<file path="config.mk">
export PLATFORM = sky130hd
export DESIGN_NAME = dbg_mem_cmd_engine
export DESIGN_NICKNAME = d
export VERILOG_FILES = /design/src/rtl/dbg_cmd_pkg.sv /design/src/rtl/dbg_cmd_decode.sv /design/src/rtl/dbg_lane_steer.sv /design/src/rtl/dbg_mem_cmd_engine.sv
export SDC_FILE = /design/constraint.sdc
export NUM_CORES = 1
export LEC_CHECK = 0
export BUFFER_PORTS_ARGS = -buffer_cell sky130_fd_sc_hd__buf_2
export CAP_MARGIN = 20
export CORE_AREA = 3 3 113 115
export DETAILED_ROUTE_END_ITERATION = 7
export DIE_AREA = 0 0 116 118
export PLACE_DENSITY_LB_ADDON = 0.25
export REMOVE_ABC_BUFFERS = 1
export SKIP_LAST_GASP = 1
export SYNTH_ARGS = -nofsm -noshare
export SYNTH_HDL_FRONTEND = slang
export SYNTH_SLANG_ARGS = --single-unit
</file>
<file path="constraint.sdc">
create_clock -name clk -period 2.6 [get_ports clk]
set_input_delay 0.13 -clock clk [delete_from_list [all_inputs] [get_ports clk]]
set_output_delay 0.13 -clock clk [all_outputs]
set_load 0.1 [all_outputs]
</file>
<file path="src/rtl/dbg_cmd_pkg.sv">
package dbg_cmd_pkg;

   localparam int WORD_W  = 16;
   localparam int RSP_W   = WORD_W + 1;
   localparam int OP_LSB  = 12;
   localparam int OP_W    = 4;

   localparam logic [OP_W-1:0] OPC_READ  = 4'h1;
   localparam logic [OP_W-1:0] OPC_WRITE = 4'h2;
   localparam logic [OP_W-1:0] OPC_DUMP  = 4'h3;

   localparam logic [RSP_W-1:0] RSP_NOT_READY = 17'h1_0000;
   localparam logic [RSP_W-1:0] RSP_DONE      = 17'h0_FFFF;
   localparam logic [RSP_W-1:0] RSP_BUS_ERR   = 17'h1_0001;
   localparam logic [RSP_W-1:0] RSP_ILLEGAL   = 17'h1_FFFF;

   typedef enum logic [1:0] {
      SZ_BYTE = 2'd0,
      SZ_WORD = 2'd1,
      SZ_LONG = 2'd2,
      SZ_BAD  = 2'd3
   } acc_size_e;

   typedef enum logic [2:0] {
      ST_IDLE,
      ST_ADDR_HI,
      ST_ADDR_LO,
      ST_DATA_HI,
      ST_DATA_LO,
      ST_BUS,
      ST_RD_LO
   } eng_state_e;

   typedef struct packed {
      logic      is_read;
      logic      is_write;
      logic      is_dump;
      logic      bad;
      acc_size_e size;
   } cmd_dec_t;

   function automatic logic [2:0] size_bytes(acc_size_e s);
      case (s)
         SZ_BYTE: return 3'd1;
         SZ_WORD: return 3'd2;
         default: return 3'd4;
      endcase
   endfunction

endpackage

</file>
<file path="src/rtl/dbg_cmd_decode.sv">
module dbg_cmd_decode
   import dbg_cmd_pkg::*;
(
   input  logic [WORD_W-1:0] word,
   input  logic              chain_ok,
   output cmd_dec_t          dec
);

   logic [OP_W-1:0] opc;
   acc_size_e       sz;

   assign opc = word[OP_LSB +: OP_W];
   assign sz  = acc_size_e'(word[1:0]);

   always_comb begin
      dec      = '0;
      dec.size = sz;
      case (opc)
         OPC_READ:  dec.is_read  = 1'b1;
         OPC_WRITE: dec.is_write = 1'b1;
         OPC_DUMP:  dec.is_dump  = 1'b1;
         default:   dec.bad      = 1'b1;
      endcase
      if (sz == SZ_BAD) begin
         dec.bad = 1'b1;
      end
      if (dec.is_dump && !chain_ok) begin
         dec.bad = 1'b1;
      end
   end

endmodule

</file>
<file path="src/rtl/dbg_lane_steer.sv">
module dbg_lane_steer
   import dbg_cmd_pkg::*;
#(
   parameter  int LANES  = 4,
   parameter  int LANE_W = 8,
   localparam int BUS_W  = LANES * LANE_W,
   localparam int OFS_W  = $clog2(LANES)
)(
   input  acc_size_e          size,
   input  logic [OFS_W-1:0]   ofs,
   input  logic [BUS_W-1:0]   wr_val,
   output logic [LANES-1:0]   lane_en,
   output logic [BUS_W-1:0]   wr_lanes,
   input  logic [BUS_W-1:0]   rd_lanes,
   output logic [BUS_W-1:0]   rd_val
);

   if (LANES != 4) begin : g_bad_lanes
      $error("dbg_lane_steer: exactly four lanes are supported");
   end

   for (genvar i = 0; i < LANES; i++) begin : g_lane
      localparam logic [OFS_W-1:0] IDX = OFS_W'(i);
      logic              en_l;
      logic [LANE_W-1:0] wr_l;

      always_comb begin
         case (size)
            SZ_LONG: begin
               en_l = 1'b1;
               wr_l = wr_val[i*LANE_W +: LANE_W];
            end
            SZ_WORD: begin
               en_l = (ofs[OFS_W-1] == IDX[OFS_W-1]);
               wr_l = wr_val[(i % 2)*LANE_W +: LANE_W];
            end
            default: begin
               en_l = (ofs == IDX);
               wr_l = wr_val[LANE_W-1:0];
            end
         endcase
      end

      assign lane_en[i]                   = en_l;
      assign wr_lanes[i*LANE_W +: LANE_W] = wr_l;
   end

   logic [BUS_W-1:0] sh_byte;
   logic [BUS_W-1:0] sh_half;

   always_comb begin
      sh_byte = rd_lanes >> (int'(ofs) * LANE_W);
      sh_half = rd_lanes >> (int'(ofs[OFS_W-1]) * 2 * LANE_W);
      case (size)
         SZ_BYTE: rd_val = {{(BUS_W-LANE_W){1'b0}}, sh_byte[LANE_W-1:0]};
         SZ_WORD: rd_val = {{(BUS_W-2*LANE_W){1'b0}}, sh_half[2*LANE_W-1:0]};
         default: rd_val = rd_lanes;
      endcase
   end

endmodule

</file>
<file path="src/rtl/dbg_mem_cmd_engine.sv">
module dbg_mem_cmd_engine
   import dbg_cmd_pkg::*;
#(
   parameter  int ADDR_W = 32,
   parameter  int LANE_W = 8,
   localparam int BUS_W  = 2 * WORD_W,
   localparam int LANES  = BUS_W / LANE_W,
   localparam int OFS_W  = $clog2(LANES)
)(
   input  logic              clk,
   input  logic              rst_n,
   input  logic              slot_valid,
   input  logic [15:0]       slot_word,
   output logic [16:0]       rsp_word,
   output logic              bus_req,
   output logic              bus_we,
   output logic [1:0]        bus_size,
   output logic [ADDR_W-1:0] bus_addr,
   output logic [3:0]        bus_be,
   output logic [31:0]       bus_wdata,
   input  logic [31:0]       bus_rdata,
   input  logic              bus_ack,
   input  logic              bus_berr
);

   if (LANE_W != 8) begin : g_bad_lane_w
      $error("dbg_mem_cmd_engine: byte operands need 8-bit lanes");
   end
   if (ADDR_W < WORD_W + 1 || ADDR_W > BUS_W) begin : g_bad_addr_w
      $error("dbg_mem_cmd_engine: ADDR_W must lie between 17 and 32");
   end

   eng_state_e       state_q;
   logic [RSP_W-1:0] rsp_q;
   logic [BUS_W-1:0] addr_q;
   logic [BUS_W-1:0] wdat_q;
   logic [WORD_W-1:0] rd_lo_q;
   acc_size_e        size_q;
   logic             we_q;
   logic             chain_q;

   cmd_dec_t         dec;
   logic [BUS_W-1:0] rd_val;
   logic             bus_end;

   dbg_cmd_decode u_dec (
      .word     (slot_word),
      .chain_ok (chain_q),
      .dec      (dec)
   );

   dbg_lane_steer #(.LANES(LANES), .LANE_W(LANE_W)) u_steer (
      .size     (size_q),
      .ofs      (addr_q[OFS_W-1:0]),
      .wr_val   (wdat_q),
      .lane_en  (bus_be),
      .wr_lanes (bus_wdata),
      .rd_lanes (bus_rdata),
      .rd_val   (rd_val)
   );

   assign bus_end  = bus_ack | bus_berr;
   assign bus_req  = (state_q == ST_BUS);
   assign bus_we   = we_q;
   assign bus_size = size_q;
   assign bus_addr = addr_q[ADDR_W-1:0];
   assign rsp_word = rsp_q;

   always_ff @(posedge clk or negedge rst_n) begin
      if (!rst_n) begin
         state_q <= ST_IDLE;
         rsp_q   <= RSP_NOT_READY;
         addr_q  <= '0;
         wdat_q  <= '0;
         rd_lo_q <= '0;
         size_q  <= SZ_BYTE;
         we_q    <= 1'b0;
         chain_q <= 1'b0;
      end else begin
         case (state_q)
            ST_IDLE: begin
               if (slot_valid) begin
                  if (dec.bad) begin
                     rsp_q   <= RSP_ILLEGAL;
                     chain_q <= 1'b0;
                  end else begin
                     rsp_q  <= RSP_NOT_READY;
                     size_q <= dec.size;
                     if (dec.is_dump) begin
                        addr_q  <= addr_q + BUS_W'(size_bytes(dec.size));
                        we_q    <= 1'b0;
                        state_q <= ST_BUS;
                     end else begin
                        we_q    <= dec.is_write;
                        state_q <= ST_ADDR_HI;
                     end
                  end
               end
            end
            ST_ADDR_HI: begin
               if (slot_valid) begin
                  addr_q[BUS_W-1:WORD_W] <= slot_word;
                  state_q                <= ST_ADDR_LO;
               end
            end
            ST_ADDR_LO: begin
               if (slot_valid) begin
                  addr_q[WORD_W-1:0] <= slot_word;
                  if (!we_q) begin
                     state_q <= ST_BUS;
                  end else if (size_q == SZ_LONG) begin
                     state_q <= ST_DATA_HI;
                  end else begin
                     state_q <= ST_DATA_LO;
                  end
               end
            end
            ST_DATA_HI: begin
               if (slot_valid) begin
                  wdat_q[BUS_W-1:WORD_W] <= slot_word;
                  state_q                <= ST_DATA_LO;
               end
            end
            ST_DATA_LO: begin
               if (slot_valid) begin
                  wdat_q[WORD_W-1:0] <= slot_word;
                  state_q            <= ST_BUS;
               end
            end
            ST_BUS: begin
               if (bus_end) begin
                  if (bus_berr) begin
                     rsp_q   <= RSP_BUS_ERR;
                     chain_q <= 1'b0;
                     state_q <= ST_IDLE;
                  end else if (we_q) begin
                     rsp_q   <= RSP_DONE;
                     chain_q <= 1'b0;
                     state_q <= ST_IDLE;
                  end else if (size_q == SZ_LONG) begin
                     rsp_q   <= {1'b0, rd_val[BUS_W-1:WORD_W]};
                     rd_lo_q <= rd_val[WORD_W-1:0];
                     chain_q <= 1'b1;
                     state_q <= ST_RD_LO;
                  end else begin
                     rsp_q   <= {1'b0, rd_val[WORD_W-1:0]};
                     chain_q <= 1'b1;
                     state_q <= ST_IDLE;
                  end
               end
            end
            ST_RD_LO: begin
               if (slot_valid) begin
                  rsp_q   <= {1'b0, rd_lo_q};
                  state_q <= ST_IDLE;
               end
            end
            default: state_q <= ST_IDLE;
         endcase
      end
   end

   assert_req_hold_R11: assert property (@(posedge clk) disable iff (!rst_n)
      (bus_req && !bus_ack && !bus_berr) |=>
         (bus_req && $stable(bus_addr) && $stable(bus_we) && $stable(bus_size)
          && $stable(bus_be) && $stable(bus_wdata)));

   assert_req_drop_R11: assert property (@(posedge clk) disable iff (!rst_n)
      (bus_req && (bus_ack || bus_berr)) |=> !bus_req);

   assert_done_code_R5: assert property (@(posedge clk) disable iff (!rst_n)
      (bus_req && bus_ack && !bus_berr && bus_we) |=> (rsp_word == RSP_DONE));

   assert_berr_code_R6: assert property (@(posedge clk) disable iff (!rst_n)
      (bus_req && bus_berr) |=> (rsp_word == RSP_BUS_ERR));

   assert_pending_nr_R7: assert property (@(posedge clk) disable iff (!rst_n)
      (bus_req && !bus_ack && !bus_berr) |=> (rsp_word == RSP_NOT_READY));

   assert_byte_lane_R4: assert property (@(posedge clk) disable iff (!rst_n)
      (bus_req && bus_size == 2'd0) |-> ($countones(bus_be) == 1));

   assert_long_lane_R4: assert property (@(posedge clk) disable iff (!rst_n)
      (bus_req && bus_size == 2'd2) |-> (bus_be == 4'hF));

endmodule

</file>
======== Word level (Yosys, flattened, before mapping) ========
Cells that the tools add are included.
W data, S select, Z words.
storage, ports and cells
  bits in registers ....................... 104
  input port bits ......................... 53
  output and inout bits ................... 89
  word-level logic and storage cells ...... 119
cells by class
  add/subtract/negate cells ............... 1
  equal/unequal tests ..................... 26
  shift-type cells ........................ 2
  multiplexer cells ....................... 54
  bitwise logic cells ..................... 5
  reduce and logical (&&, ||, !) cells .... 21
operators with widths
  kind                  number
  $mux W32              3
  $mux W17              4
  $mux W16              4
  $pmux W16 S2          2
  $pmux W32 S2          1
  $mux W3               18
  $pmux W17 S3          1
  $add A32 B3 Y32       1
  $shr A32 B5 Y16       1
  $shr A32 B5 Y8        1
  $pmux W3 S7           1
  $ne A2 B2 Y1 const B  9
  $mux W8               2
  $pmux W8 S2           1
  $reduce_and A5 Y1     3
  $mux W1               11
  $pmux W1 S2           5
  $eq A3 B3 Y1 const B  3
  $eq A2 B2 Y1 const B  4
  $eq A4 B2 Y1 const B  2
  $reduce_and A4 Y1     2
  $reduce_and A8 Y1     1
  $eq A2 B1 Y1 const B  3
  $eq A3 B2 Y1 const B  2
  other kinds (16)      24

======== Longest topological paths before layout ========
Gate-level depths: netlist of the first run.
  depth in word-level cells ............... 13
  depth in mapped cells ................... 10
  depth with buffers taken out ............ 8

======== Modules after synthesis ========
Synthesis of the first run repeated with hierarchy kept, for this count alone.
second synthesis, totals
  cell total of the unflattened synthesis .. 697
  area, all modules ....................... 6505.0 µm²
modules (own cells, without submodules)
  module              times used  cells each  area each (µm²)  seq. area each (µm²)
  dbg_mem_cmd_engine  1           556         5461.5           2603.7
  dbg_lane_steer      1           132         979.7            0.0
  dbg_cmd_decode      1           9           63.8             0.0

======== Least setup slack after synthesis of the first run ========
OpenSTA, ideal clock, no wires.
  path kind ............................... register to output
  from .................................... register size_q[1] (netlist: bus_size[1])
  to ...................................... output bus_wdata[25]
  arrival ................................. 3.608 ns
  data required time ...................... 2.470 ns
  path slack .............................. -1.138 ns
  cell stages (with the launch flop) ...... 7
  buffers on the path ..................... 3
  cell sequence ........................... dfrtp_1 -> ha_1 -> clkbuf_1 -> clkbuf_1 -> buf_1 -> a22oi_1 -> a21oi_1
between the ends
  word-level cells in the longest chain between the ends .. 2
  elaborated cells on any way between the ends .. 3
  classes of those cells .................. 2 x eq/ne; 1 x mux
ends and longest elaborated chain
  what                                          line                      text
  start, declared                               dbg_mem_cmd_engine.sv:38  acc_size_e size_q;
  start signal, assigned                        dbg_mem_cmd_engine.sv:88  size_q <= dec.size;
  $eq A2 B1 Y1 or $eq A2 B2 Y1 (tied branches)  dbg_lane_steer.sv:28      case (size)
  $pmux W8 S2 *                                 dbg_lane_steer.sv:28
  end, declared                                 dbg_mem_cmd_engine.sv:20  output logic [31:0] bus_wdata,
Every way passes the cells marked *; elsewhere a longest branch is shown, timed or not.

======== Worst setup path after layout of the first run ========
  from .................................... register size_q[1] (netlist: bus_size[1])
  to ...................................... output bus_be[1]
between the ends
  word-level cells in the longest chain between the ends .. 2
  elaborated cells on any way between the ends .. 3
  classes of those cells .................. 2 x eq/ne; 1 x mux
ends and longest elaborated chain
  what                                          line                      text
  $eq A2 B1 Y1 or $eq A2 B2 Y1 (tied branches)  dbg_lane_steer.sv:28
  $pmux W1 S2 *                                 dbg_lane_steer.sv:28
  end, declared                                 dbg_mem_cmd_engine.sv:19  output logic [3:0] bus_be,
Marked as above.

==> impl_results.rst, run 1 <==
.. list-table::
   :header-rows: 1

   * - Metric
     - Value
   * - Outcome
     - finished, final reports clean
   * - Peak Freq
     - 420.7 MHz
   * - Post-synth EDFFs
     - 0
   * - Multiplexer share of the synthesized area
     - 10.56%
   * - Count of endpoints failing setup in the final report
     - 0
   * - TritonCTS clock tree
     - built
   * - Total detailed-routing wirelength
     - 18880 um
   * - Top FF cell, synth
     - dfrtp_1
   * - Global route total overflow
     - 0
   * - Tightest slew margin relative to the limit
     - 46.46%
   * - Dominant combinational cell family by area after synthesis
     - compound AO/OA/AOI/OAI gates
   * - I/O pin total
     - 142
   * - Clock root buffer master
     - clkbuf_16
   * - Area fraction in compound gates after synthesis
     - 25.88%
   * - Number of flip-flops and latches in the synthesized netlist
     - 104
   * - Antenna Diode Count
     - 0
   * - Chip width
     - 116 um
   * - CTS sink count
     - 104
   * - Final critical-path share of the clock period
     - 91.42%
   * - Count of unique library cells instantiated by Yosys
     - 71
   * - Hold crit path type
     - in -> reg
   * - Top library cells by usage in the layout, fill and taps aside
     - buf_2, dfrtp_1, a21oi_1
   * - Fraction of registers with async set/reset
     - 100.0%
   * - Number of input and output port buffers inserted
     - 141
   * - Gate count of the mapped netlist
     - 695
   * - Max H-tree Level
     - 3
   * - Number of global-route vias before repair
     - 5858
   * - Maximum number of pins on one net before global-route repair
     - 46
   * - Hold depth
     - 3
   * - CP max stage delay
     - 0.45 ns
   * - Critical Path Slowest Stage Cell
     - dfrtp_1
   * - Tmin final
     - 2.377 ns
   * - Worst R2R End
     - bus_addr[31]$_DFFE_PN0P_
   * - Max-cap violation count
     - 0
   * - Maximum fanout encountered on the critical timing path
     - 29
   * - First DRT Iteration DRCs
     - 645
   * - Synth Area in Simple Gates
     - 15.42%
   * - Share of the core filled with cells in the final layout
     - 66.22%
   * - Cells along the critical path
     - inv_1 > ha_1 > buf_4 > mux2_2 > a22o_1 > buf_12
   * - Max Transition Viols Final
     - 0
   * - Element type at the critical path start
     - flop
   * - Mapped Avg Cell Area
     - 9.342 um^2
   * - Std-Cell Rows
     - 40
   * - Vias per cell
     - 6.364
   * - Most frequent standard cell in the layout excluding fill and tap cells
     - buf_2
   * - Unrepaired setup endpoints after global routing
     - no
   * - Global-route wire length before repair
     - 30200 um
   * - Net total in the final layout
     - 868
   * - Final design area excluding fillers
     - 7888 um^2
   * - Count of endpoints failing hold in the final timing report
     - 0
   * - Warning count from the yosys run
     - 0
   * - Launch instance of the worst min-delay path
     - bus_rdata[7]
   * - Setup Skew
     - 0.005773 ns
   * - Pre-Repair DR Iteration Count
     - 6
   * - Buffers plus inverters on the worst setup path
     - 3
   * - Signed area change from the synthesized netlist to the final layout
     - 21.49%
   * - Maximum number of buffers from clock root to sink
     - 2
   * - Overall global routing resource usage
     - 27.91%
   * - Detailed-placement wirelength estimate
     - 13290 um
   * - Transition time at the pin with the least slew margin
     - 0.7970 ns
   * - Fraction of final layout cells with drive strength greater than 1
     - 32.72%
   * - Number of antenna violations at the first check in global routing
     - 0
   * - Total CTS buffers
     - 9
   * - Detail Route Antenna Nets
     - 0
   * - DRC violations left
     - 0
   * - Netlist area before placement
     - 6492 um^2
   * - Top Family by Delay on Critical Path
     - buffers and inverters
   * - R2r setup slk
     - 0.31 ns
   * - Gp weighted congestion
     - 0.8429
   * - Area enclosed by the die boundary
     - 13690 um^2
   * - Core Footprint
     - 11910 um^2
   * - Die span in y
     - 118 um
   * - Routed wire per std cell
     - 19.67 um
   * - Worst path arrival time
     - 2.25 ns
   * - Type of element capturing the critical path
     - output port
   * - Adder-cell area share of the yosys netlist
     - 1.465%
   * - Count of vias placed by the detailed router
     - 6109
   * - Post-synthesis sequential area ratio
     - 40.10%
   * - Latest clock arrival within the worst-skew pair
     - 0.35 ns
   * - Placed Instance Area
     - 7531 um^2
   * - FF-to-FF Start
     - bus_addr[2]$_DFFE_PN0P_
   * - Fill cell instance count of the final layout
     - 955
   * - Hold Path End
     - rd_lo_q[7]$_DFFE_PN0P_
   * - Clk slew on worst S/H paths
     - 0.07 ns
   * - Crit path required time
     - 2.47 ns
   * - Category of the most critical setup path
     - reg -> out
   * - Area share of xor/xnor cells in the synthesized design
     - 0.1349%
   * - Initial Utilization
     - 54.51%
   * - FF-to-FF path depth
     - 6
worst max-delay path by stage:
stage	startpoint	end	depth (start not counted)
after floorplan	bus_size[1]$_DFFE_PN0P_	bus_be[0]	4
after detailed placement	bus_addr[2]$_DFFE_PN0P_	bus_addr[31]$_DFFE_PN0P_	6
final	bus_size[1]$_DFFE_PN0P_	bus_be[1]	6
after CTS	bus_size[1]$_DFFE_PN0P_	bus_be[1]	6
after global routing	bus_size[1]$_DFFE_PN0P_	bus_be[1]	6
after global placement	slot_word[1]	bus_addr[16]$_DFFE_PN0P_	9
routing by layer:
| layer | vias up | wire length, um | share of wire [%] | track usage (%) |
|---|---|---|---|---|
| met5 | - | 0 | 0 | 0 |
| met4 | 0 | 717 | 3.8 | 13.78 |
| met3 | 45 | 1435 | 7.6 | 5.296 |
| met2 | 297 | 8906 | 47 | 42.95 |
| met1 | 2973 | 7820 | 41 | 37.49 |
| li1 | 2794 | - | - | - |
synth_stat cells (all sizes together) (2+ instances only):
| master | instances | area, um^2 |
|---|---|---|
| a211oi | 7 | 67.57 |
| a221oi | 7 | 61.31 |
| and3b | 2 | 17.52 |
| buf | 41 | 276.5 |
| and2 | 7 | 43.79 |
| clkbuf | 28 | 107.6 |
| nand4 | 12 | 87.58 |
| dfrtp | 103 | 2577 |
| a22oi | 20 | 150.1 |
| a41oi | 2 | 17.52 |
| a211o | 2 | 17.52 |
| o32ai | 2 | 17.52 |
| nand3b | 2 | 15.01 |
| and3 | 5 | 31.28 |
| o2bb2ai | 6 | 52.55 |
| or3 | 3 | 23.77 |
| nor2b | 4 | 25.02 |
| o21a | 6 | 45.04 |
| nor3 | 4 | 25.02 |
| nand2 | 59 | 221.5 |
| o22ai | 22 | 143.9 |
| o22a | 4 | 35.03 |
| o21ai | 39 | 195.2 |
| o31ai | 3 | 22.52 |
| ha | 6 | 75.07 |
| nor2 | 61 | 231.5 |
| a31oi | 17 | 121.4 |
| a2bb2oi | 16 | 190.2 |
| o2111ai | 2 | 17.52 |
| nand2b | 5 | 31.28 |
| mux2i | 10 | 100.1 |
| a21oi | 74 | 396.6 |
| nand4b | 2 | 17.52 |
| inv | 9 | 33.78 |
| mux2 | 52 | 585.6 |
| nor4 | 2 | 25.02 |
| a21o | 6 | 45.04 |
| o31a | 2 | 17.52 |
| nand3 | 25 | 125.1 |
worst min-delay path, stage by stage:
cell and delay, ns:
buf_2 0.12, nand2_1 0.05, a31oi_1 0.08
final cells by class:
type	instances	area [um^2]	share of cell area, %
repair buffers	171	1249	15.83
inverters	9	33.78	0.4283
clock buffers	11	242.7	3.077
multi-input cells	513	3471	44.00
clock inverters	5	103.9	1.317
flip-flops and latches	104	2604	33.01
well taps	147	183.9	2.332
flip-flops by register name (all words and copies together) (netlist names):
signal and count:
bus_addr 32, bus_size 2, bus_we 1, chain_q 1, rd_lo_q 16, rsp_word 17
state_q 3, wdat_q 32
through the flow:
step           setup TNS (ns)  hold slack (ns)  worst slack, ns  instances
6_report                    0          0.06423           0.2232        960
5_1_grt                     0          0.06611           0.1223        960
4_1_cts                     0          0.04832           0.2324        960
3_5_place_dp                0           0.1836           0.3912        943
3_3_place_gp                0           0.1777          0.09768        942
2_1_floorplan          -32.46          -0.1656           -1.690        626
cells by family after synthesis:
group                    after synthesis
AND/OR/NAND/NOR                      199
multiplexers                          62
XOR/XNOR                               1
AO/OA/AOI/OAI                        244
adder cells (fa/ha/maj)                7
flip-flops                           104
buffers and inverters                 78
repair_timing:
action,CTS,global route
gates resized for setup,0,0
hold buffers,1,0
setup buffers,0,0
hold endpoints to repair,41,0
Power of run 1 is left out: the tool's default activity adds up to more than one toggle a clock period on the data nets, which glitch-free logic cannot reach.
==> inputs of run 2 (changes only) <==
==> constraint.sdc (replaced) <==
create_clock -name clk -period 2.6 [get_ports clk]
set_input_delay 0.39 -clock clk [delete_from_list [all_inputs] [get_ports clk]]
set_output_delay 0.39 -clock clk [all_outputs]
set_load 0.1 [all_outputs]
==> impl_results.rst, run 2 (same netlist as run 1, synthesis figures left out) <==
.. list-table::
   :header-rows: 1

   * - Metric
     - Value
   * - Routed wire per std cell
     - 19.91 um (was 19.67 um)
   * - Count of vias placed by the detailed router
     - 6130 (was 6109)
   * - Placed insts
     - 945 (was 943)
   * - Max H-tree Level
     - 3 (unchanged)
   * - Pre-Repair DR Iteration Count
     - 5 (was 6)
   * - Overall global routing resource usage
     - 28.60% (was 27.91%)
   * - Peak Freq
     - 396.9 MHz (was 420.7 MHz)
   * - Core Footprint
     - 11910 um^2 (unchanged)
   * - Fraction of final layout cells with drive strength greater than 1
     - 33.50% (was 32.72%)
   * - Die span in y
     - 118 um (unchanged)
   * - Share of the core filled with cells in the final layout
     - 67.51% (was 66.22%)
   * - Final critical-path share of the clock period
     - 96.90% (was 91.42%)
   * - CP max stage delay
     - 0.44 ns (was 0.45 ns)
   * - Unrepaired setup endpoints after global routing
     - yes (was no)
   * - I/O pin total
     - 142 (unchanged)
   * - Transition time at the pin with the least slew margin
     - 0.8209 ns (was 0.7970 ns)
   * - Setup fix buffers added after clock tree synthesis
     - 0 (unchanged)
   * - Total CTS buffers
     - 9 (unchanged)
   * - DRC violations left
     - 0 (unchanged)
   * - Setup Skew
     - 0.009526 ns (was 0.005773 ns)
   * - Hold crit path type
     - in -> reg (unchanged)
   * - Count of endpoints failing setup in the final report
     - 0 (unchanged)
   * - Fill cell instance count of the final layout
     - 928 (was 955)
   * - Cells along the critical path
     - inv_1 > ha_2 > buf_4 > mux2_2 > buf_12 (was inv_1 > ha_1 > buf_4 > mux2_2 > a22o_1 > buf_12)
   * - CTS sink count
     - 104 (unchanged)
   * - Number of input and output port buffers inserted
     - 141 (unchanged)
   * - Number of global-route vias before repair
     - 6062 (was 5858)
   * - TritonCTS clock tree
     - built (unchanged)
   * - Number of antenna violations at the first check in global routing
     - 0 (unchanged)
   * - Hold depth
     - 3 (unchanged)
   * - Category of the most critical setup path
     - reg -> out (unchanged)
   * - Maximum number of pins on one net before global-route repair
     - 67 (was 46)
   * - Latest clock arrival within the worst-skew pair
     - 0.35 ns (about the same)
   * - Vias per cell
     - 6.372 (was 6.364)
   * - Std-Cell Rows
     - 40 (unchanged)
   * - Global route total overflow
     - 0 (unchanged)
   * - Clock root buffer master
     - clkbuf_16 (unchanged)
   * - Area enclosed by the die boundary
     - 13690 um^2 (unchanged)
   * - R2r setup slk
     - 0.35 ns (was 0.31 ns)
   * - First DRT Iteration DRCs
     - 630 (was 645)
   * - Tightest slew margin relative to the limit
     - 44.85% (was 46.46%)
   * - Detailed-placement wirelength estimate
     - 13560 um (was 13290 um)
   * - Outcome
     - finished, final reports clean (unchanged)
   * - Max Transition Viols Final
     - 0 (unchanged)
   * - Crit path required time
     - 2.21 ns (was 2.47 ns)
   * - Element type at the critical path start
     - flop (unchanged)
   * - Antenna Diode Count
     - 0 (unchanged)
   * - Gp weighted congestion
     - 0.9223 (was 0.8429)
   * - Total detailed-routing wirelength
     - 19160 um (was 18880 um)
   * - Detail Route Antenna Nets
     - 0 (unchanged)
   * - Top library cells by usage in the layout, fill and taps aside
     - buf_2, dfrtp_1, a21oi_1 (unchanged)
   * - Tightest hold margin
     - 0.3114 ns (was 0.06423 ns)
   * - Worst path arrival time
     - 2.13 ns (was 2.25 ns)
   * - Chip width
     - 116 um (unchanged)
   * - Net total in the final layout
     - 871 (was 868)
   * - Maximum number of buffers from clock root to sink
     - 2 (unchanged)
   * - Type of element capturing the critical path
     - output port (unchanged)
   * - Global-route wire length before repair
     - 31140 um (was 30200 um)
   * - Count of endpoints failing hold in the final timing report
     - 0 (unchanged)
   * - Final cell count without fillers
     - 962 (was 960)
   * - Signed area change from the synthesized netlist to the final layout
     - 23.86% (was 21.49%)
   * - Clk slew on worst S/H paths
     - 0.07 ns (about the same)
   * - Most frequent standard cell in the layout excluding fill and tap cells
     - buf_2 (unchanged)
   * - Initial Utilization
     - 54.51% (unchanged)
   * - Tmin final
     - 2.520 ns (was 2.377 ns)
   * - Max-cap violation count
     - 0 (unchanged)
   * - Critical Path Slowest Stage Cell
     - dfrtp_1 (unchanged)
   * - Maximum fanout encountered on the critical timing path
     - 15 (was 29)
   * - FF-to-FF path depth
     - 6 (unchanged)
[run 2: cell types whose count changed in the layout (fill, tap and decap cells not counted), moves of 2 or more]
cell	change
buf_12	+10
a21oi_1	-2
a21oi_2	+2
buf_2	-8
o21ai_0	-2
o21ai_1	+2
ha_1	-2
ha_2	+2
[run 2: through the flow]
stage                     area (um^2)  setup TNS, ns  worst slack, ns
after floorplan                  6108         -39.74           -1.950
after global placement           7691        -0.3184         -0.06673
after detailed placement         7691         -1.497          -0.2512
after CTS                        8021              0          0.01069
after global routing             8041       -0.02287        -0.009159
final                            8041              0          0.08049
[run 2: metal layers]
| metal | share of wire [%] | global-route usage (%) |
|---|---|---|
| met5 | 0 | 0 |
| met4 | 3.5 | 14.00 |
| met3 | 8.3 | 5.810 |
| met2 | 48 | 45.11 |
| met1 | 40 | 37.20 |
[run 2: what timing repair did]
action | 4_1_cts | 5_1_grt
endpoints found under the setup margin | 0 | 13
hold endpoints to repair | 21 | 0
hold buffers | 1 | 0
resized for setup | 0 | 6
[run 2: worst paths after layout]
path / end / startpoint
max: bus_wdata[14] / bus_size[1]$_DFFE_PN0P_
min: rd_lo_q[7]$_DFFE_PN0P_ / bus_rdata[7]
max reg2reg: bus_addr[9]$_DFFE_PN0P_ / state_q[0]$_DFFE_PN0P_
min reg2reg: rsp_word[16]$_DFFE_PN1P_ / rsp_word[16]$_DFFE_PN1P_
max in group asynchronous: wdat_q[26]$_DFFE_PN0P_ / rst_n
min in group asynchronous: bus_addr[14]$_DFFE_PN0P_ / rst_n
[run 2: cell type report]
class                      instances  area (um^2)  share of cell area (%)
tap                              147        183.9                   2.287
inverter                           9        33.78                  0.4201
clock inverter                     5        81.33                   1.011
clock buffer                      10        239.0                   2.972
timing repair buffer             174         1416                   17.61
sequential                       104         2604                   32.38
multi-input combinational        513         3483                   43.32
[run 2: worst max-delay path: cells and delay by family, from the launching register on]
kind / cells / cell delay [ns]
buf+inv: 3 / 0.51
mux: 1 / 0.39
fa+ha+maj: 1 / 0.43
flops: 1 / 0.44
Power of run 2 is left out for the same reason.
==> inputs of run 3 (changes only) <==
--- a/config.mk
+++ b/config.mk
@@ -7,7 +7,8 @@
 export LEC_CHECK = 0
+export ABC_AREA = 1
 export BUFFER_PORTS_ARGS = -buffer_cell sky130_fd_sc_hd__buf_2
 export CAP_MARGIN = 20
-export CORE_AREA = 3 3 113 115
+export CORE_AREA = 3 3 117 119
 export DETAILED_ROUTE_END_ITERATION = 7
-export DIE_AREA = 0 0 116 118
+export DIE_AREA = 0 0 120 122
 export PLACE_DENSITY_LB_ADDON = 0.25
==> constraint.sdc (replaced) <==
create_clock -name clk -period 2.6 [get_ports clk]
set_input_delay 0.13 -clock clk [delete_from_list [all_inputs] [get_ports clk]]
set_output_delay 0.13 -clock clk [all_outputs]
set_load 0.1 [all_outputs]
==> impl_results.rst, run 3 <==
.. list-table::
   :header-rows: 1

   * - Metric
     - Value
   * - Category of the most critical setup path
     - reg -> out (unchanged)
   * - Mapped Avg Cell Area
     - 6.507 um^2 (was 9.342 um^2)
   * - Most used routing layer in global routing
     - met2 (unchanged)
   * - Die span in y
     - 122 um (was 118 um)
   * - Tightest slew margin relative to the limit
     - 54.18% (was 44.85%)
   * - Element type at the critical path start
     - flop (unchanged)
   * - Met1 track demand over resource in global routing
     - 38.45% (was 37.20%)
   * - Count of endpoints failing setup in the final report
     - 0 (unchanged)
   * - Critical Path Slowest Stage Cell
     - o311ai_0 (was dfrtp_1)
   * - Leading cell type by number of instances after synthesis
     - nand2_1 (was dfrtp_1)
   * - CTS sink count
     - 104 (unchanged)
   * - Worst path arrival time
     - 2.33 ns (was 2.13 ns)
   * - Unrepaired setup endpoints after global routing
     - no (was yes)
   * - Hold crit path type
     - in -> reg (unchanged)
   * - Worst setup timing slack at the placement stage
     - 0.4992 ns (was -0.2512 ns)
   * - Maximum fanout encountered on the critical timing path
     - 20 (was 15)
   * - Top FF cell, synth
     - dfrtp_1 (unchanged)
   * - Setup Skew
     - 0.007673 ns (was 0.009526 ns)
   * - Fraction of registers with async set/reset
     - 100.0% (unchanged)
   * - DRC violations left
     - 0 (unchanged)
   * - Gate count of the mapped netlist
     - 1072 (was 695)
   * - Final cell count without fillers
     - 1369 (was 962)
   * - Area enclosed by the die boundary
     - 14640 um^2 (was 13690 um^2)
   * - Final critical-path share of the clock period
     - 94.54% (was 96.90%)
   * - Chip width
     - 120 um (was 116 um)
   * - Top library cells by usage in the layout, fill and taps aside
     - nand2_1, buf_2, dfrtp_1 (was buf_2, dfrtp_1, a21oi_1)
   * - Number of input and output port buffers inserted
     - 141 (unchanged)
   * - Number of flip-flops and latches in the synthesized netlist
     - 104 (unchanged)
   * - Count of endpoints failing hold in the final timing report
     - 0 (unchanged)
   * - Total CTS buffers
     - 9 (unchanged)
   * - Transition time at the pin with the least slew margin
     - 0.6786 ns (was 0.8209 ns)
   * - Detail Route Antenna Nets
     - 0 (unchanged)
   * - CP max stage delay
     - 0.70 ns (was 0.44 ns)
   * - Post-synth EDFFs
     - 0 (unchanged)
   * - Vias per cell
     - 5.446 (was 6.372)
   * - Max H-tree Level
     - 3 (unchanged)
   * - Number of global-route vias before repair
     - 6865 (was 6062)
   * - Setup TNS after final layout
     - 0 ns (unchanged)
   * - I/O pin total
     - 142 (unchanged)
   * - Total detailed-routing wirelength
     - 21380 um (was 19160 um)
   * - Setup fix buffers added after clock tree synthesis
     - 0 (unchanged)
   * - Max Transition Viols Final
     - 0 (unchanged)
   * - Latest clock arrival within the worst-skew pair
     - 0.36 ns (was 0.35 ns)
   * - TritonCTS clock tree
     - built (unchanged)
   * - Type of element capturing the critical path
     - output port (unchanged)
   * - Initial Utilization
     - 55.05% (was 54.51%)
   * - Count of unique library cells instantiated by Yosys
     - 41 (was 71)
   * - Pre-Repair DR Iteration Count
     - 5 (unchanged)
   * - Detailed-placement wirelength estimate
     - 15720 um (was 13560 um)
   * - Global-route wire length before repair
     - 34490 um (was 31140 um)
   * - Share of the core filled with cells in the final layout
     - 65.88% (was 67.51%)
   * - Slack of the critical path
     - 0.1420 ns (was 0.08049 ns)
   * - Buffers plus inverters on the worst setup path
     - 3 (unchanged)
   * - Peak Freq
     - 406.8 MHz (was 396.9 MHz)
   * - Warning count from the yosys run
     - 0 (unchanged)
   * - Most Frequent Cell on Critical Path
     - inv_1
   * - Post-synthesis sequential area ratio
     - 37.33% (was 40.10%)
   * - Top Family by Delay on Critical Path
     - compound AO/OA/AOI/OAI gates (was buffers and inverters)
   * - Overall global routing resource usage
     - 29.58% (was 28.60%)
   * - Most frequent standard cell in the layout excluding fill and tap cells
     - nand2_1 (was buf_2)
   * - Portion of synthesized cell area occupied by the leading cell type
     - 36.95% (was 39.70%)
   * - Leading area contributor after synthesis
     - dfrtp_1 (unchanged)
   * - Max-cap violation count
     - 0 (unchanged)
   * - Core Footprint
     - 12670 um^2 (was 11910 um^2)
   * - Placed insts
     - 1351 (was 945)
   * - Std-Cell Rows
     - 41 (was 40)
   * - Crit path required time
     - 2.47 ns (was 2.21 ns)
   * - Tmin final
     - 2.458 ns (was 2.520 ns)
   * - Netlist area before placement
     - 6975 um^2 (was 6492 um^2)
   * - Synth top cells by count
     - nand2_1, dfrtp_1, inv_1 (was dfrtp_1, a21oi_1, nor2_1)
   * - Cells along the critical path
     - inv_1 > ha_1 > inv_1 > o311ai_0 > buf_12 (was inv_1 > ha_2 > buf_4 > mux2_2 > buf_12)
   * - Clk slew on worst S/H paths
     - 0.08 ns (was 0.07 ns)
   * - Number of antenna violations at the first check in global routing
     - 0 (unchanged)
   * - Clock root buffer master
     - clkbuf_16 (unchanged)
   * - Global route total overflow
     - 0 (unchanged)
   * - Maximum number of pins on one net before global-route repair
     - 61 (was 67)
   * - Main area contributors after synthesis
     - dfrtp_1, nand2_1, nand3_1, o21ai_0, inv_1 (was dfrtp_1, mux2_2, a21oi_1, nor2_1, nand2_1)
   * - Signed area change from the synthesized netlist to the final layout
     - 19.68% (was 23.86%)
   * - Routing usage on met3
     - 3.621% (was 5.810%)
   * - Routed wire per std cell
     - 15.62 um (was 19.91 um)
   * - First DRT Iteration DRCs
     - 832 (was 630)
   * - Count of vias placed by the detailed router
     - 7456 (was 6130)
   * - Gp weighted congestion
     - 0.9782 (was 0.9223)
   * - Net total in the final layout
     - 1251 (was 871)
   * - Outcome
     - finished, final reports clean (unchanged)
   * - Fraction of final layout cells with drive strength greater than 1
     - 17.39% (was 33.50%)
   * - Maximum number of buffers from clock root to sink
     - 2 (unchanged)
   * - Met2 GRT Util
     - 50.58% (was 45.11%)
[run 3: cell types whose count changed after synthesis, moves of 21 or more]
cell     before  now
nand2_1      59  450
inv_1         9   97
nand3_1      25   93
o21ai_0      37   92
a21oi_1      67   15
mux2_2       49    0
o22ai_1      21    0
[run 3: tightest hold or removal path: cells and delay by family]
kind	cells	cell delay [ns]
compound gates	1	0.09
buf+inv	2	0.19
[run 3: cell families (layout without fill, tap and decap cells)]
group,Yosys count,count (layout),share of synthesized area [%]
xor gates and xnor gates,2,2,0.2512
adders and majority gates,7,7,1.363
buffers and inverters,161,285,10.22
and+or+nand+nor,653,653,39.28
AOI/OAI and AO/OA,145,145,11.55
other,0,1,0
DFF,104,104,37.33
[run 3: layout make-up]
| type | instances | area [um^2] |
|---|---|---|
| flip-flops and latches | 104 | 2604 |
| inverters | 108 | 410.4 |
| multi-input cells | 807 | 3659 |
| diodes | 1 | 2.502 |
| clock buffers | 9 | 225.2 |
| fillers | 1243 | 4323 |
| repair buffers | 161 | 1144 |
| well taps | 172 | 215.2 |
| clock inverters | 7 | 88.84 |
[run 3: final timing paths]
| kind | depth (start not counted) | slack [ns] | endpoint | start |
|---|---|---|---|---|
| max in group asynchronous | 3 | 1.55 | wdat_q[31]$_DFFE_PN0P_ | rst_n |
| max reg2reg | 10 | 0.45 | bus_addr[16]$_DFFE_PN0P_ | bus_addr[1]$_DFFE_PN0P_ |
| min in group asynchronous | 2 | 0.31 | rd_lo_q[6]$_DFFE_PN0P_ | rst_n |
| min | 3 | 0.09 | wdat_q[20]$_DFFE_PN0P_ | slot_word[4] |
| max | 5 | 0.14 | bus_wdata[27] | bus_size[0]$_DFFE_PN0P_ |
| min reg2reg | 2 | 0.48 | rd_lo_q[9]$_DFFE_PN0P_ | rd_lo_q[9]$_DFFE_PN0P_ |
[run 3: what timing repair did]
action	CTS	global route
resized for setup	0	3
endpoints found under the hold margin	43	0
hold buffers	1	0
endpoints found under the setup margin	0	3
[run 3: metrics by stage]
stage               area, um^2  hold slack, ns
global route              8346          0.1266
floorplan                 6673         -0.1656
finish                    8348         0.09444
global placement          8021          0.1857
CTS                       8346         0.08569
detailed placement        8021          0.1874
[run 3: per-layer routing]
metal / vias up / wire [um]
li1: 3642 / -
met1: 3454 / 8728
met2: 328 / 10410
met3: 32 / 1705
met4: 0 / 533
met5: - / 0
Power of run 3 is left out for the same reason.
